$ cat src/rtl/updn_pkg.sv
package updn_pkg;
  // Strobes from the control decoder to the datapath; at most one is high.
  typedef struct packed {
    logic doLoad;
    logic doInc;
    logic doDec;
  } ctrlStrobes_t;
endpackage

$ cat src/rtl/updn_ctrl.sv
module updn_ctrl
  import updn_pkg::*;
(
  input  logic         load,
  input  logic         countUp,
  input  logic         countDown,
  input  logic         allOnes,
  input  logic         allZeros,
  output ctrlStrobes_t strobes,
  output logic         carryOut,
  output logic         borrowOut
);
  // Fixed priority: preset, then up, then down.
  always_comb begin
    strobes        = '0;
    strobes.doLoad = load;
    strobes.doInc  = !load && countUp;
    strobes.doDec  = !load && !countUp && countDown;
  end

  // Terminal flags are gated by the effective direction only.
  assign carryOut  = allOnes  && countUp;
  assign borrowOut = allZeros && countDown && !countUp;
endmodule

$ cat src/rtl/updn_datapath.sv
module updn_datapath
  import updn_pkg::*;
#(
  parameter int WIDTH = 4
) (
  input  logic             clk,
  input  logic             rstN,
  input  ctrlStrobes_t     strobes,
  input  logic [WIDTH-1:0] loadValue,
  output logic [WIDTH-1:0] count,
  output logic             allOnes,
  output logic             allZeros
);
  logic [WIDTH-1:0] toggle;
  logic [WIDTH-1:0] nextBits;

  // Toggle enables: each bit flips when all lower bits match the direction.
  always_comb begin
    logic upRun;
    logic dnRun;
    upRun = 1'b1;
    dnRun = 1'b1;
    for (int i = 0; i < WIDTH; i++) begin
      toggle[i] = (strobes.doInc && upRun) || (strobes.doDec && dnRun);
      upRun = upRun && count[i];
      dnRun = dnRun && !count[i];
    end
  end

  for (genvar b = 0; b < WIDTH; b++) begin : g_bit
    assign nextBits[b] = strobes.doLoad ? loadValue[b] : (count[b] ^ toggle[b]);
    always_ff @(posedge clk or negedge rstN) begin
      if (!rstN) count[b] <= 1'b0;
      else       count[b] <= nextBits[b];
    end
  end

  assign allOnes  = &count;
  assign allZeros = ~|count;
endmodule

$ cat src/rtl/updn_counter.sv
module updn_counter
  import updn_pkg::*;
#(
  parameter int WIDTH = 4
) (
  input  logic             clk,
  input  logic             rstN,
  input  logic             load,
  input  logic [WIDTH-1:0] loadValue,
  input  logic             countUp,
  input  logic             countDown,
  output logic [WIDTH-1:0] count,
  output logic             carryOut,
  output logic             borrowOut
);
  ctrlStrobes_t strobes;
  logic allOnes;
  logic allZeros;

  updn_ctrl u_ctrl (
    .load      (load),
    .countUp   (countUp),
    .countDown (countDown),
    .allOnes   (allOnes),
    .allZeros  (allZeros),
    .strobes   (strobes),
    .carryOut  (carryOut),
    .borrowOut (borrowOut)
  );

  updn_datapath #(.WIDTH(WIDTH)) u_dp (
    .clk       (clk),
    .rstN      (rstN),
    .strobes   (strobes),
    .loadValue (loadValue),
    .count     (count),
    .allOnes   (allOnes),
    .allZeros  (allZeros)
  );
endmodule

$ cat config.mk
export PLATFORM = sky130hd
export DESIGN_NAME = updn_counter
export DESIGN_NICKNAME = d
export VERILOG_FILES = /design/src/rtl/updn_pkg.sv /design/src/rtl/updn_ctrl.sv /design/src/rtl/updn_datapath.sv /design/src/rtl/updn_counter.sv
export SDC_FILE = /design/constraint.sdc
export NUM_CORES = 1
export LEC_CHECK = 0
export ABC_AREA = 1
export ABC_CLOCK_PERIOD_IN_PS = 1300
export BUFFER_PORTS_ARGS = -buffer_cell sky130_fd_sc_hd__buf_2
export CORE_AREA = 2 2 39 41
export CTS_BUF_LIST = sky130_fd_sc_hd__clkbuf_16
export CTS_CLUSTER_SIZE = 24
export DETAILED_ROUTE_END_ITERATION = 10
export DIE_AREA = 0 0 41 43
export GPL_ROUTABILITY_DRIVEN = 0
export PLACE_DENSITY = 0.44
export SLEW_MARGIN = 0
export SYNTH_ARGS = -nofsm -noshare
export SYNTH_HDL_FRONTEND = slang
export SYNTH_SLANG_ARGS = --single-unit
$ cat constraint.sdc
create_clock -name clk -period 1.3 [get_ports clk]
set_input_delay 0.39 -clock clk [delete_from_list [all_inputs] [get_ports clk]]
set_output_delay 0.39 -clock clk [all_outputs]
set_load 0.005 [all_outputs]
== After elaboration in Yosys (flattened, before gate mapping) ==
Cells that the tools add are included.
Storage, ports and cells
  output and inout port bits: 6
  logic and storage cells: 40
  memory bits (writable): 0
  register bits: 4
  memory bits (read-only): 0
  memories: 0
  latch bits: 0
Cells by class
  shift-type cells: 0
  multiplexer cells: 4
  magnitude comparators: 0
  $mul: 0
  reduce and logical (&&, ||, !) cells: 28
  equal/unequal tests: 0
  add/sub/neg operators: 0
  div/mod/pow operators: 0
  bitwise logic cells: 4
Operator list (count)
  logical AND 1 bit: 16
  logical NOT 1 bit: 6
  logical OR 1 bit: 4
  two-way mux 1 bit: 4
  AND reduction 4 bit: 1
  OR reduction 4 bit: 1
  bitwise XOR 1 bit: 4

== Depth between registers and ports, before layout ==
Gate-level depths: netlist of run 1.
  depth after elaboration: 7
  mapped depth: 8
  depth with buffers taken out: 8

== Hierarchy ==
Synthesis of run 1 repeated with hierarchy kept, for this count alone.
Second synthesis, totals
  cell total of the unflattened synthesis: 49
  area total of the unflattened synthesis: 312.8 um^2
Modules (own cells, without submodules)
  updn_datapath: instances 1, area each 272.8 um^2, cells an instance 40
  updn_ctrl: instances 1, area each 40.0 um^2, cells an instance 9

== Worst setup path before layout of run 1 ==
OpenSTA, ideal clock, no wires.
  path type: input port to output port
  start: input countUp
  end: output borrowOut
  buffers on the path: 0
  path slack: 0.109 ns
  required time: 0.910 ns
  arrival: 0.801 ns
  cell stages on the path: 3
  path through: inv_2 -> nand2_1 -> nor4_1
Between the ends
  word-level cells in the longest chain between the ends: 2
RTL lines
  start: declaration: line updn_counter.sv:10  | input logic countUp,
  logical NOT 1 bit: line updn_ctrl.sv:23  | assign borrowOut = allZeros && countDown && !countUp;
  logical AND 1 bit: line updn_ctrl.sv:23
  end: declaration: line updn_counter.sv:14  | output logic borrowOut
Every way passes these cells.

== Worst setup path in the final report of run 1 ==
  start: register u_dp.count[3]
  end: output carryOut
Between the ends
  word-level cells in the longest chain between the ends: 2
RTL lines
  start: declaration: line updn_datapath.sv:10  | output logic [WIDTH-1:0] count,
  start signal: indexed assignment: line updn_datapath.sv:34  | else count[b] <= nextBits[b];
  AND reduction 4 bit: line updn_datapath.sv:38  | assign allOnes = &count;
  logical AND 1 bit: line updn_ctrl.sv:22  | assign carryOut = allOnes && countUp;
  end: declaration: line updn_counter.sv:13  | output logic carryOut,
Every way passes these cells.

==> impl_metrics.py, run 1 <==
metrics = {
    "status": {
        "outcome": "finished with violations",
        "violations": "negative setup slack",
    },
    "yosys": {
        "synth_cells": 48,
        "synth_top_family_by_area": "simple AND/OR/NAND/NOR gates",
        "syn-num-nets": 57,
        "synth_adder_area_share_pct": 0,
        "synth-xor-area-share_pct": 2.941,
        "synth_cell_types": 12,
        "synthMuxAreaShare_pct": 0,
        "synth_seq_cells": 4,
        "ys_warn_count": 0,
        "synth-compound-area-share_pct": 1.681,
        "synth.avg_cell_area_sq_um": 6.204,
        "synthSimpleGateAreaFrac_pct": 52.94,
        "synth_area_sq_um": 297.8,
        "seq_area_frac_synth_pct": 33.61,
    },
    "global_route": {
        "grt_pass1_wl_microns": 1311,
        "grt-ovfl-total": 0,
        "antenna_found_initial": 0,
        "grt_pass1_vias": 330,
        "grt_max_degree": 7,
        "grt_use_total_pct": 11.29,
    },
    "placement": {
        "dp.cells": 82,
        "dp_slack_ns": -0.06577,
        "port_buffers": 14,
        "place_area_sq_um": 417.9,
        "dpl.hpwl_microns": 614.4,
    },
    "timing": {
        "max_slew_margin_pct": 88.50,
        "setup-tns-final_ns": -0.3340,
        "hold_violations": 0,
        "worst-slew-pin-transition_ns": 0.1711,
        "fin_ws_ns": -0.1239,
        "rsz0062_at_grt": "true",
        "fmax_mhz": 702.3,
        "finalMaxSlewViolations": 0,
        "finalCritPeriodShare_pct": 109.5,
        "finalSetupViolCount": 3,
        "fin_skew_ns": 0.001041,
        "layout_min_cycle_time_ns": 1.424,
        "holdWs_ns": 0.3682,
    },
    "route": {
        "initialDrtViolationCount": 1,
        "drc": 0,
        "vias": 370,
        "viasPerCell": 4.022,
        "avgRoutedWirePerCell_microns": 8.522,
        "dr.pass1.iters": 2,
        "ant_nets": 0,
        "postRouteWirelength_microns": 784,
    },
    "power": {
        "p_sw_share_pct": 21.42,
        "p_leak_nw": 0.3184,
        "pwr-share-seq_pct": 20.1,
        "peakVddDrop_uv": 697.6,
        "p_sw_uw": 168.1,
        "total_power_uw": 784.7,
        "pwr-share-comb_pct": 20.3,
        "powerDensity_nw_per_um2": 1400,
        "intPower_uw": 616.6,
        "p_clk_share_pct": 59.7,
    },
    "setup_path": {
        "crit_buf_inv": 2,
        "crit_type": "register to output pin",
        "slowest_delay_ns": 0.39,
        "worstReg2RegStart": "u_dp.count[0]",
        "cp.required_ns": 0.91,
        "path_cells": "inv_2, nor4_2, buf_2",
        "rrSetupSlack_ns": 0.24,
        "end_kind": "output pin",
        "critical_path.slowest_cell": "dfrtp_1",
        "arrival_ns": 1.03,
        "crit_start": "u_dp.count[3]",
        "start_kind": "register",
        "worstPathMaxFanout": 3,
        "critPathTopFamily": "flip-flops",
    },
    "final_layout": {
        "top_regs": "u_dp.count (4)",
        "drive_gt1_share_pct": 48.68,
        "multiInputGateArea_sq_um": 183.9,
        "area_delta_synth_final_pct": 88.24,
        "largest_register_ff_count": 4,
        "largest_register": "u_dp.count",
        "seqCellArea_sq_um": 100.1,
        "final_common_cell": "nand2_1",
        "nNetsFinal": 87,
        "fin_cells": 92,
        "fill_cells": 151,
        "final_cell_area_sq_um": 560.5,
        "final_util_pct": 40.51,
        "antennaDiodeCount": 0,
        "layout_common_cells": "19 x nand2_1, 14 x buf_2, 10 x buf_4, 7 x nand3_1, 5 x inv_2",
    },
    "floorplanning": {
        "start_util_pct": 21.52,
        "io-pin-count": 15,
        "die_width_microns": 41,
        "num_rows": 14,
        "core_sq_um": 1384,
        "fp.dieH_microns": 43,
        "die_area_sq_um": 1763,
    },
    "cts": {
        "cts.htree.levels": 1,
        "clkSinkCount": 4,
        "clk_pin_slew_worst_paths_ns": 0.03,
        "cts-root-buf": "clkbuf_16",
        "tritoncts": "done",
        "clkLatencyLatePin_ns": 0.22,
        "cts_buffer_depth": 2,
        "cts_buffers": 3,
    },
    "flow_run": {
        "max-cap-violations": 0,
    },
    "worst_hold_path": {
        "worstHoldPathType": "input pin to register",
        "hold_path.startpoint": "loadValue[1]",
    },
}
## metal layers
layer / wire length (microns) / global-route usage [%] / vias up
met5: 0 / 0 / -
met4: 8 / 10.00 / 0
met3: 45 / 3.141 / 2
met2: 352 / 15.63 / 10
met1: 379 / 13.36 / 153
li1: - / - / 205
## worst reg2reg max path, cell delays in order, from the launching register on
cell,delay (ns)
dfrtp_1,0.40
buf_4,0.15
buf_4,0.13
xor2_1,0.15
a21oi_1,0.15
## cell usage after synthesis, drive strengths merged
cell type  count  area, sq um
inv            7        26.28
nor4           2        12.51
a21oi          1        5.000
nand3          7        35.03
nand2         20        77.58
nor2           6        32.53
xor2           1        8.760
dfrtp          4        100.1
## path summary, 6_finish.rpt
| kind | endpoint | cells after the start |
|---|---|---|
| worst max-delay path | carryOut | 3 |
| worst min-delay path | u_dp.count[1] | 3 |
| worst max register to register | u_dp.count[0] | 4 |
| worst min register to register | u_dp.count[1] | 3 |
| max in group asynchronous | u_dp.count[2] | 2 |
| min in group asynchronous | u_dp.count[1] | 2 |
## power groups by stage
stage | Sequential [mW] | Clock [mW] | Combinational, mW
after floorplan | 0.159 | 0 | 0.0592
after global placement | 0.158 | 0 | 0.122
after detailed placement | 0.158 | 0 | 0.122
after CTS | 0.156 | 0.476 | 0.145
after global routing | 0.159 | 0.483 | 0.182
final | 0.157 | 0.468 | 0.159
## final cells by class
type / count / share of cell area (%)
Sequential cell: 4 / 17.86
Multi-Input combinational cell: 37 / 32.81
Inverter: 7 / 4.687
Tap cell: 16 / 3.571
Clock buffer: 3 / 13.39
Timing Repair Buffer: 25 / 27.68
## timing repair
| item | in CTS | in global routing |
|---|---|---|
| resized for setup | 3 | 2 |
| setup buffers | 3 | 3 |
| endpoints found under the hold margin | 4 | 0 |
| hold buffers | 1 | 0 |
| setup endpoints to repair | 3 | 3 |
| pin swaps | 1 | 1 |
## kinds of logic (layout without fill, tap and decap cells)
group,Yosys count,in the layout
compound gates,1,1
xor+xnor,1,1
flops,4,4
buf+inv,7,35
simple gates,35,35
Power figures use the tool's default switching activity.
==> run 2, diff against run 1 <==
- GPL_ROUTABILITY_DRIVEN: 0 -> not set
- TNS_END_PERCENT: not set -> 30
==> run 2 against run 1 <==
Net effect: register-to-register slack hardly changed; maximum frequency rose by 0.20%; power down 1.9%; first-iteration DRC count unchanged; the flow still finishes with violations (negative setup slack); utilization fell by 1.6 points; largest power group unchanged; sequential share of layout area rose by 0.75 points.
==> impl_metrics.py, run 2 (synthesis gave the netlist of run 1 again) <==
metrics = {
    "route": {
        "dr.pass1.iters": 2,
        "vias": 362,
        "ant_nets": 0,
        "avgRoutedWirePerCell_microns": 8.607,
        "viasPerCell": 4.067,
        "initialDrtViolationCount": 1,
        "postRouteWirelength_microns": 766,
        "drc": 0,
    },
    "final_layout": {
        "final_common_cell": "nand2_1",
        "drive_gt1_share_pct": 46.58,
        "nNetsFinal": 84,
        "area_delta_synth_final_pct": 80.67,
        "top_regs": "u_dp.count (4)",
        "fill_cells": 152,
        "multiInputGateArea_sq_um": 183.9,
        "largest_register_ff_count": 4,
        "antennaDiodeCount": 0,
        "seqCellArea_sq_um": 100.1,
        "layout_common_cells": "19 x nand2_1, 14 x buf_2, 7 x nand3_1, 7 x buf_4, 5 x inv_2",
        "largest_register": "u_dp.count",
    },
    "cts": {
        "clkLatencyLatePin_ns": 0.22,
        "cts_buffer_depth": 2,
        "cts-root-buf": "clkbuf_16",
        "clk_pin_slew_worst_paths_ns": 0.03,
        "cts.htree.levels": 1,
        "tritoncts": "done",
        "clkSinkCount": 4,
        "cts_buffers": 3,
    },
    "global_route": {
        "grt_pass1_vias": 329,
        "antenna_found_initial": 0,
        "grt_use_total_pct": 11.09,
        "grt_max_degree": 7,
        "grt_pass1_wl_microns": 1283,
        "grt-ovfl-total": 0,
    },
    "floorplanning": {
        "die_area_sq_um": 1763,
        "start_util_pct": 21.52,
        "core_sq_um": 1384,
        "io-pin-count": 15,
        "num_rows": 14,
        "fp.dieH_microns": 43,
        "die_width_microns": 41,
    },
    "power": {
        "total_power_uw": 769.8,
        "p_leak_nw": 0.3043,
        "peakVddDrop_uv": 697.8,
        "powerDensity_nw_per_um2": 1431,
    },
    "timing": {
        "layout_min_cycle_time_ns": 1.421,
        "holdWs_ns": 0.3682,
        "worst-slew-pin-transition_ns": 0.1704,
        "finalCritPeriodShare_pct": 109.3,
        "hold_violations": 0,
        "finalMaxSlewViolations": 0,
        "fin_ws_ns": -0.1210,
        "fmax_mhz": 703.7,
        "finalSetupViolCount": 3,
        "rsz0062_at_grt": "true",
        "max_slew_margin_pct": 88.54,
        "fin_skew_ns": 0.001041,
    },
    "setup_path": {
        "worstPathMaxFanout": 3,
        "cp.required_ns": 0.91,
        "crit_type": "register to output pin",
        "arrival_ns": 1.03,
        "path_cells": "inv_2, nor4_2, buf_2",
        "slowest_delay_ns": 0.39,
        "start_kind": "register",
        "critPathTopFamily": "flip-flops",
        "critical_path.slowest_cell": "dfrtp_1",
        "crit_buf_inv": 2,
        "end_kind": "output pin",
    },
    "worst_hold_path": {
        "worstHoldPathType": "input pin to register",
    },
    "flow_run": {
        "max-cap-violations": 0,
    },
    "placement": {
        "routabilityCongestion": 0.6436,
        "port_buffers": 14,
        "dpl.hpwl_microns": 614.4,
    },
    "status": {
        "outcome": "finished with violations",
        "violations": "negative setup slack",
    },
}
## run 2: cell count changes in the layout (fill, tap and decap cells not counted), sizes merged
cell and delta:
buf -3
## run 2: through the flow
step	setup slack [ns]	setup TNS, ns	instances	util [%]	area [sq um]
6_report	-0.1210	-0.3309	89	38.88	538.0
5_1_grt	-0.1924	-0.5382	89	38.88	538.0
3_3_place_gp	-0.05184	-0.06536	82	30.20	417.9
4_1_cts	-0.1693	-0.4357	88	37.88	524.3
2_1_floorplan	0.1088	0	48	-	297.8
3_5_place_dp	-0.06577	-0.09321	82	30.20	417.9
## run 2: final timing paths
kind / slack, ns / depth (start not counted) / startpoint / endpoint
worst max-delay path: -0.12 / 3 / u_dp.count[3] / carryOut
worst min-delay path: 0.37 / 3 / loadValue[1] / u_dp.count[1]
worst max register to register: 0.24 / 4 / u_dp.count[0] / u_dp.count[0]
worst min register to register: 0.60 / 3 / u_dp.count[1] / u_dp.count[1]
max in group asynchronous: 0.68 / 2 / rstN / u_dp.count[2]
min in group asynchronous: 0.51 / 2 / rstN / u_dp.count[1]
## run 2: layout make-up
| cell class | instances | area share [%] |
|---|---|---|
| clock buffers | 3 | 13.95 |
| inverters | 7 | 4.884 |
| multi-input cells | 37 | 34.19 |
| flip-flops and latches | 4 | 18.60 |
| well taps | 16 | 3.721 |
| repair buffers | 22 | 24.65 |
## run 2: repair_timing
action / in CTS / in global routing
hold buffers: 1 / 0
endpoints found under the hold margin: 4 / 0
setup endpoints to repair: 3 / 3
setup buffers: 2 / 1
pin swaps: 1 / 1
resized for setup: 3 / 2
## run 2: layer usage
metal  track usage, %  wire, microns
met1            12.70            365
met2            15.63            348
met3            3.141             45
met4            10.00              8
met5                0              0
## run 2: report_power, final
group          switching [mW]  internal (mW)
Sequential             0.0174          0.140
Clock                  0.0763          0.392
Combinational          0.0711         0.0731
## run 2: tightest hold or removal path, cell delays in order
cell     delay, ns
buf_2         0.07
nand2_1       0.04
nand2_1       0.05
